<file path="src/rtl/bidx_agen_pkg.sv">
package bidx_agen_pkg;

    localparam int XLEN   = 64;
    localparam int DISP_W = 20;
    localparam int RNUM_W = 5;
    localparam int SEL_W  = 3;

    typedef enum logic [1:0] {
        DK_D12 = 2'd0,
        DK_D15 = 2'd1,
        DK_D16 = 2'd2,
        DK_D20 = 2'd3
    } disp_kind_e;

    typedef enum logic [1:0] {
        OS_BYTE   = 2'd0,
        OS_HALF   = 2'd1,
        OS_WORD   = 2'd2,
        OS_DOUBLE = 2'd3
    } op_size_e;

    // Register number just below the first member of each seven-entry group
    localparam logic [RNUM_W-1:0] GRP12_ORIGIN   = 5'd8;
    localparam logic [RNUM_W-1:0] GRP16_ORIGIN   = 5'd24;
    localparam logic [RNUM_W-1:0] GRP20_ORIGIN   = 5'd16;
    localparam logic [RNUM_W-1:0] FIXED15_REG    = 5'd24;

    typedef struct packed {
        logic [RNUM_W-1:0] base_num;
        logic [RNUM_W-1:0] index_num;
        logic              illegal;
        logic              index_used;
    } sel_map_t;

    function automatic int unsigned kind_width(disp_kind_e k);
        case (k)
            DK_D12:  return 12;
            DK_D15:  return 15;
            DK_D16:  return 16;
            default: return 20;
        endcase
    endfunction

    function automatic logic [RNUM_W-1:0] group_origin(disp_kind_e k);
        case (k)
            DK_D12:  return GRP12_ORIGIN;
            DK_D16:  return GRP16_ORIGIN;
            DK_D20:  return GRP20_ORIGIN;
            default: return FIXED15_REG;
        endcase
    endfunction

endpackage

</file>
<file path="src/rtl/bidx_agen_regmap.sv">
module bidx_agen_regmap
    import bidx_agen_pkg::*;
#(
    parameter int RN_W = RNUM_W,
    parameter int SL_W = SEL_W
) (
    input  disp_kind_e      kind,
    input  logic [SL_W-1:0] base_sel,
    input  logic [SL_W-1:0] index_sel,
    output sel_map_t        map
);
    localparam int PAD_W = RN_W - SL_W;

    logic             fixed_base;
    logic             zero_sel;
    logic [RN_W-1:0]  grouped;

    always_comb begin
        fixed_base = (kind == DK_D15);
        zero_sel   = (base_sel == '0);
        grouped    = group_origin(kind) + {{PAD_W{1'b0}}, base_sel};

        map.illegal    = !fixed_base && zero_sel;
        map.index_num  = {{PAD_W{1'b0}}, index_sel};
        map.index_used = (index_sel != '0);
        if (fixed_base)
            map.base_num = FIXED15_REG;
        else if (zero_sel)
            map.base_num = '0;
        else
            map.base_num = grouped;
    end
endmodule

</file>
<file path="src/rtl/bidx_agen_scaler.sv">
module bidx_agen_scaler
    import bidx_agen_pkg::*;
#(
    parameter int W = XLEN
) (
    input  logic [W-1:0] idx_val,
    input  logic         used,
    input  logic         scale_en,
    input  op_size_e     size,
    output logic [W-1:0] idx_term
);
    localparam int N_SHIFTS = 4;

    logic [W-1:0] shifted [N_SHIFTS];

    for (genvar g = 0; g < N_SHIFTS; g++) begin : g_shift
        assign shifted[g] = idx_val << g;
    end

    always_comb begin
        if (!used)
            idx_term = '0;
        else if (!scale_en)
            idx_term = idx_val;
        else
            idx_term = shifted[size];
    end
endmodule

</file>
<file path="src/rtl/bidx_agen_add3.sv">
module bidx_agen_add3 #(
    parameter int W      = 64,
    parameter bit USE_CSA = 1'b1
) (
    input  logic [W-1:0] a,
    input  logic [W-1:0] b,
    input  logic [W-1:0] c,
    output logic [W-1:0] sum
);
    if (USE_CSA) begin : g_csa
        logic [W-1:0] psum;
        logic [W-1:0] pcar;
        assign psum = a ^ b ^ c;
        assign pcar = (a & b) | (a & c) | (b & c);
        assign sum  = psum + {pcar[W-2:0], 1'b0};
    end else begin : g_ripple
        assign sum = a + b + c;
    end
endmodule

</file>
<file path="src/rtl/bidx_agen.sv">
module bidx_agen
    import bidx_agen_pkg::*;
#(
    parameter int ADDR_W  = XLEN,
    parameter int DW      = DISP_W,
    parameter bit USE_CSA = 1'b1
) (
    input  logic              clk,
    input  logic              rst,
    input  logic              in_valid,
    input  logic [1:0]        disp_kind,
    input  logic [DW-1:0]     disp,
    input  logic [SEL_W-1:0]  base_sel,
    input  logic [SEL_W-1:0]  index_sel,
    input  logic [1:0]        op_size,
    input  logic              scale_en,
    output logic [RNUM_W-1:0] base_rd_num,
    output logic [RNUM_W-1:0] index_rd_num,
    input  logic [ADDR_W-1:0] base_rd_data,
    input  logic [ADDR_W-1:0] index_rd_data,
    output logic              out_valid,
    output logic [ADDR_W-1:0] eff_addr,
    output logic              bad_sel
);
    localparam int EXT_W = ADDR_W - DW;

    disp_kind_e        kind;
    op_size_e          size;
    sel_map_t          map;
    logic [DW-1:0]     disp_keep;
    logic [ADDR_W-1:0] disp_ext;
    logic [ADDR_W-1:0] idx_term;
    logic [ADDR_W-1:0] raw_sum;

    assign kind = disp_kind_e'(disp_kind);
    assign size = op_size_e'(op_size);

    bidx_agen_regmap u_map (
        .kind      (kind),
        .base_sel  (base_sel),
        .index_sel (index_sel),
        .map       (map)
    );

    assign base_rd_num  = map.base_num;
    assign index_rd_num = map.index_num;

    always_comb begin
        disp_keep = {DW{1'b1}} >> (DW - kind_width(kind));
        disp_ext  = {{EXT_W{1'b0}}, disp & disp_keep};
    end

    bidx_agen_scaler #(.W(ADDR_W)) u_scale (
        .idx_val  (index_rd_data),
        .used     (map.index_used),
        .scale_en (scale_en),
        .size     (size),
        .idx_term (idx_term)
    );

    bidx_agen_add3 #(.W(ADDR_W), .USE_CSA(USE_CSA)) u_add (
        .a   (base_rd_data),
        .b   (idx_term),
        .c   (disp_ext),
        .sum (raw_sum)
    );

    always_ff @(posedge clk) begin
        if (rst) begin
            out_valid <= 1'b0;
            eff_addr  <= '0;
            bad_sel   <= 1'b0;
        end else begin
            out_valid <= in_valid;
            if (in_valid) begin
                eff_addr <= map.illegal ? '0 : raw_sum;
                bad_sel  <= map.illegal;
            end
        end
    end
endmodule

</file>
<file path="config.mk">
export PLATFORM = sky130hd
export DESIGN_NAME = bidx_agen
export DESIGN_NICKNAME = d
export VERILOG_FILES = /design/src/rtl/bidx_agen_pkg.sv /design/src/rtl/bidx_agen_regmap.sv /design/src/rtl/bidx_agen_scaler.sv /design/src/rtl/bidx_agen_add3.sv /design/src/rtl/bidx_agen.sv
export SDC_FILE = /design/constraint.sdc
export NUM_CORES = 1
export LEC_CHECK = 0
export ABC_AREA = 1
export ABC_CLOCK_PERIOD_IN_PS = 7650
export BUFFER_PORTS_ARGS = -buffer_cell sky130_fd_sc_hd__buf_2
export CAP_MARGIN = 20
export CORE_AREA = 2 2 143 145
export DETAILED_ROUTE_END_ITERATION = 6
export DIE_AREA = 0 0 145 147
export GPL_TIMING_DRIVEN = 0
export PLACE_DENSITY = 0.88
export SLEW_MARGIN = 40
export SYNTH_ARGS = -nofsm -noshare
export SYNTH_HDL_FRONTEND = slang
export SYNTH_HIERARCHICAL = 1
export SYNTH_SLANG_ARGS = --single-unit
</file>
<file path="constraint.sdc">
create_clock -name clk -period 7.65 [get_ports clk]
set_input_delay 1.53 -clock clk [delete_from_list [all_inputs] [get_ports clk]]
set_output_delay 1.53 -clock clk [all_outputs]
set_load 0.03 [all_outputs]
</file>
==> results.cfg <==
[status]
outcome = finished, final reports clean

[critical_path]
cp.depth = 21
r2r_start = eff_addr[51]$_SDFFE_PP0P_
critPathCapture = eff_addr[47]$_SDFFE_PP0P_
critPathMaxFanout = 10
crit_slowest_cell = fa_1
crit_chain = buf_2 > inv_2 > clkbuf_1 > nand2_1 > a21oi_1 > fa_1 > ha_1 > fa_1 > nand3_1 > nand3_2 > nand2_1 > nand2_1 > nand2_1 > nand2_1 > nand2_1 > nand2_2 > nand2_1 > nand3_1 > nand2_1 > nand3_1 > a21oi_1
crit_path_frequent_cell = nand2_1
crit_path_start = scale_en
critPathKind = in -> reg
rr_worst_depth = 2
critPathTopFamily = simple AND/OR/NAND/NOR gates
rrSetupSlack_ns = 6.93
r2r_end = eff_addr[51]$_SDFFE_PP0P_
cp_num_buf_inv = 3
cp-end-kind = flip-flop
cp.arrival_ns = 5.50
cp-start-kind = input port
cpPeakStageDelay_ns = 0.51
critPathRequiredTime_ns = 7.89

[clock_network]
post_cts_buffers = 0
numCtsBuffers = 9
clk_latency_ns = 0.33
ctsHtreeMaxLevel = 3
cts_root_buffer = clkbuf_16
cts_tree = done
clkSinkCount = 66
cts_hold_buf = 0
cts-resized-gates = 0
clkSlewWorstSetupHoldPaths_ns = 0.05
clock_path_buffers = 2

[timing]
fmax_mhz = 190
skew_ns = 0
tightest_slew_ns = 0.566
setup_viol = 0
rsz0062_at_grt = false
hold_viol = 0
slew_violations = 0
fin_crit_sh = 0.688
slew_headroom = 0.619
fin_crit_ns = 5.26
tns_ns = 0

[pwr]
p_leak_nw = 8.89
max-vdd-ir-drop_mv = 0.130
powerDensity_nw_per_um2 = 199
seq_power_share = 0.159
p_comb_frac = 0.694
p_sw_frac = 0.533
power.switching_w = 0.00150
clkPwrFrac = 0.147
p_int_w = 0.00131

[yosys]
syn_area_um2 = 12200
synthMuxAreaShare = 0
ys.flop_type = dfxtp_1
synthAdderAreaFrac = 0.168
synth_top_family_by_area = simple AND/OR/NAND/NOR gates
syn_area_per_cell_um2 = 5.37
ys_seq_area_frac = 0.108
synth_xor_area_frac = 0.0244
syn-instance-count = 2276
synth-seq-cells = 66
synth_compound_area_frac = 0.0506
ys_types = 31
synthArstFlopShare = 0
synth_edf_count = 0
yosys.area_share.simple = 0.483
yosys_warnings = 6

[detailed_routing]
via_count = 14720
antenna_left = 0
drt-initial-drc-count = 1137
drc_errors = 0
via_per_inst = 5.21
drt_wl_total_um = 40800
wl_per_cell_um = 14.4
first_pass_iters = 6

[grt]
grt_max_degree = 11
track_usage = 0.375
grt-ovfl-total = 0
grt_pass1_wl_um = 64800
antenna_found_initial = 0
grt_pass1_vias = 13633

[final_layout]
fill_cells = 1805
layout_commonest_cell = nand2_1
nets = 2841
drive_above_1_share = 0.134
fin_util = 0.712
final_cell_mix = 1088 x nand2_1, 388 x inv_1, 248 x buf_2, 171 x nand3_1, 126 x nor2_1
area_growth_pct = 15.7
diodes = 0

[placement]
port-buffer-count = 222
place_congestion = 0.986
dpl.hpwl_um = 34500

[worst_hold_path]
hold_class = reg -> reg

[floorplan]
start_util = 0.615
row_count = 52
coreArea_um2 = 19800
dieWidth_um = 145
fp.dieArea_um2 = 21300
die_h_um = 147
io_pins = 238

[flow_run]
drv_cap = 0
==> area by class of cell <==
type                            instances  area, µm²  area share
Multi-Input combinational cell       1777       9040       0.640
Inverter                              395       1490       0.105
Tap cell                              270        338      0.0239
Clock buffer                           14        264      0.0187
Sequential cell                        66       1320      0.0935
Clock inverter                          2       35.0     0.00248
Timing Repair Buffer                  222       1110      0.0787
Buffer                                 82        528      0.0374
==> cell usage after synthesis (2+ instances only) <==
cell type | instances | area share
nor2_1 | 126 | 0.039
nand3_1 | 171 | 0.070
buf_2 | 26 | 0.011
nor3_1 | 12 | 0.0049
buf_4 | 22 | 0.014
ha_1 | 62 | 0.064
nand2_2 | 13 | 0.0067
nand4_1 | 14 | 0.0072
inv_2 | 6 | 0.0018
conb_1 | 2 | 0.00061
nor3_2 | 3 | 0.0025
a21oi_1 | 106 | 0.043
xor2_1 | 33 | 0.024
buf_6 | 11 | 0.010
nor2_2 | 9 | 0.0046
nor2_4 | 2 | 0.0018
nand3_2 | 10 | 0.0082
o21bai_1 | 6 | 0.0037
o21ai_0 | 7 | 0.0029
buf_8 | 2 | 0.0025
dfxtp_1 | 66 | 0.11
nor4_2 | 2 | 0.0020
fa_1 | 64 | 0.10
clkbuf_1 | 20 | 0.0061
nand2_1 | 1088 | 0.33
inv_1 | 388 | 0.12
==> stage by stage <==
step | hold WS [ns] | area [µm²] | cells | power [W] | setup WS, ns
after floorplan | 0.586 | 12400 | 2320 | 0.00180 | 3.32
after global placement | 0.448 | 13800 | 2812 | 0.00229 | 2.20
after detailed placement | 0.454 | 13800 | 2812 | 0.00234 | 2.15
after CTS | 0.462 | 14100 | 2828 | 0.00277 | 2.44
after global routing | 0.486 | 14100 | 2828 | 0.00304 | 2.14
final | 0.464 | 14100 | 2828 | 0.00281 | 2.39
==> worst min-delay path, cell delays in order (launching register included) <==
cell     delay (ns)
dfxtp_1        0.30
nand2_1        0.06
a21oi_1        0.06
==> kinds of logic after synthesis <==
family | after synthesis
buffers and inverters | 477
and+or+nand+nor | 1451
AOI/OAI and AO/OA | 120
adders and majority gates | 126
xor gates and xnor gates | 34
DFF | 66
other | 2
==> how the worst min path moves through the flow <==
stage                                         start                         to  slack [ns]  depth (start not counted)
final                     eff_addr[56]$_SDFFE_PP0P_  eff_addr[56]$_SDFFE_PP0P_        0.46                          2
after global routing       eff_addr[2]$_SDFFE_PP0P_   eff_addr[2]$_SDFFE_PP0P_        0.49                          2
after CTS                 eff_addr[56]$_SDFFE_PP0P_  eff_addr[56]$_SDFFE_PP0P_        0.46                          2
after detailed placement  eff_addr[45]$_SDFFE_PP0P_  eff_addr[45]$_SDFFE_PP0P_        0.45                          2
after global placement     eff_addr[9]$_SDFFE_PP0P_   eff_addr[9]$_SDFFE_PP0P_        0.45                          2
after floorplan                bad_sel$_SDFFE_PP0P_       bad_sel$_SDFFE_PP0P_        0.59                          2
==> registers in the layout, indices dropped and copies added, names as in the netlist <==
signal / flops
out_valid: 1
bad_sel: 1
eff_addr: 64
==> power by group through the flow <==
stage               combinational (W)  clock [W]  sequential (W)
floorplan                     0.00122          0        0.000576
global placement              0.00185          0        0.000444
detailed placement            0.00189          0        0.000448
CTS                           0.00191   0.000409        0.000446
global route                  0.00216   0.000429        0.000453
finish                        0.00195   0.000414        0.000447
==> routing by layer <==
metal | global-route usage | up-vias | wire length, µm
met2 | 0.633 | 746 | 18300
met5 | 0 | - | 0
li1 | - | 7314 | -
met4 | 0.146 | 0 | 1590
met1 | 0.505 | 6559 | 17400
met3 | 0.0267 | 101 | 3510
No activity file was read; power rests on OpenSTA's default activity.
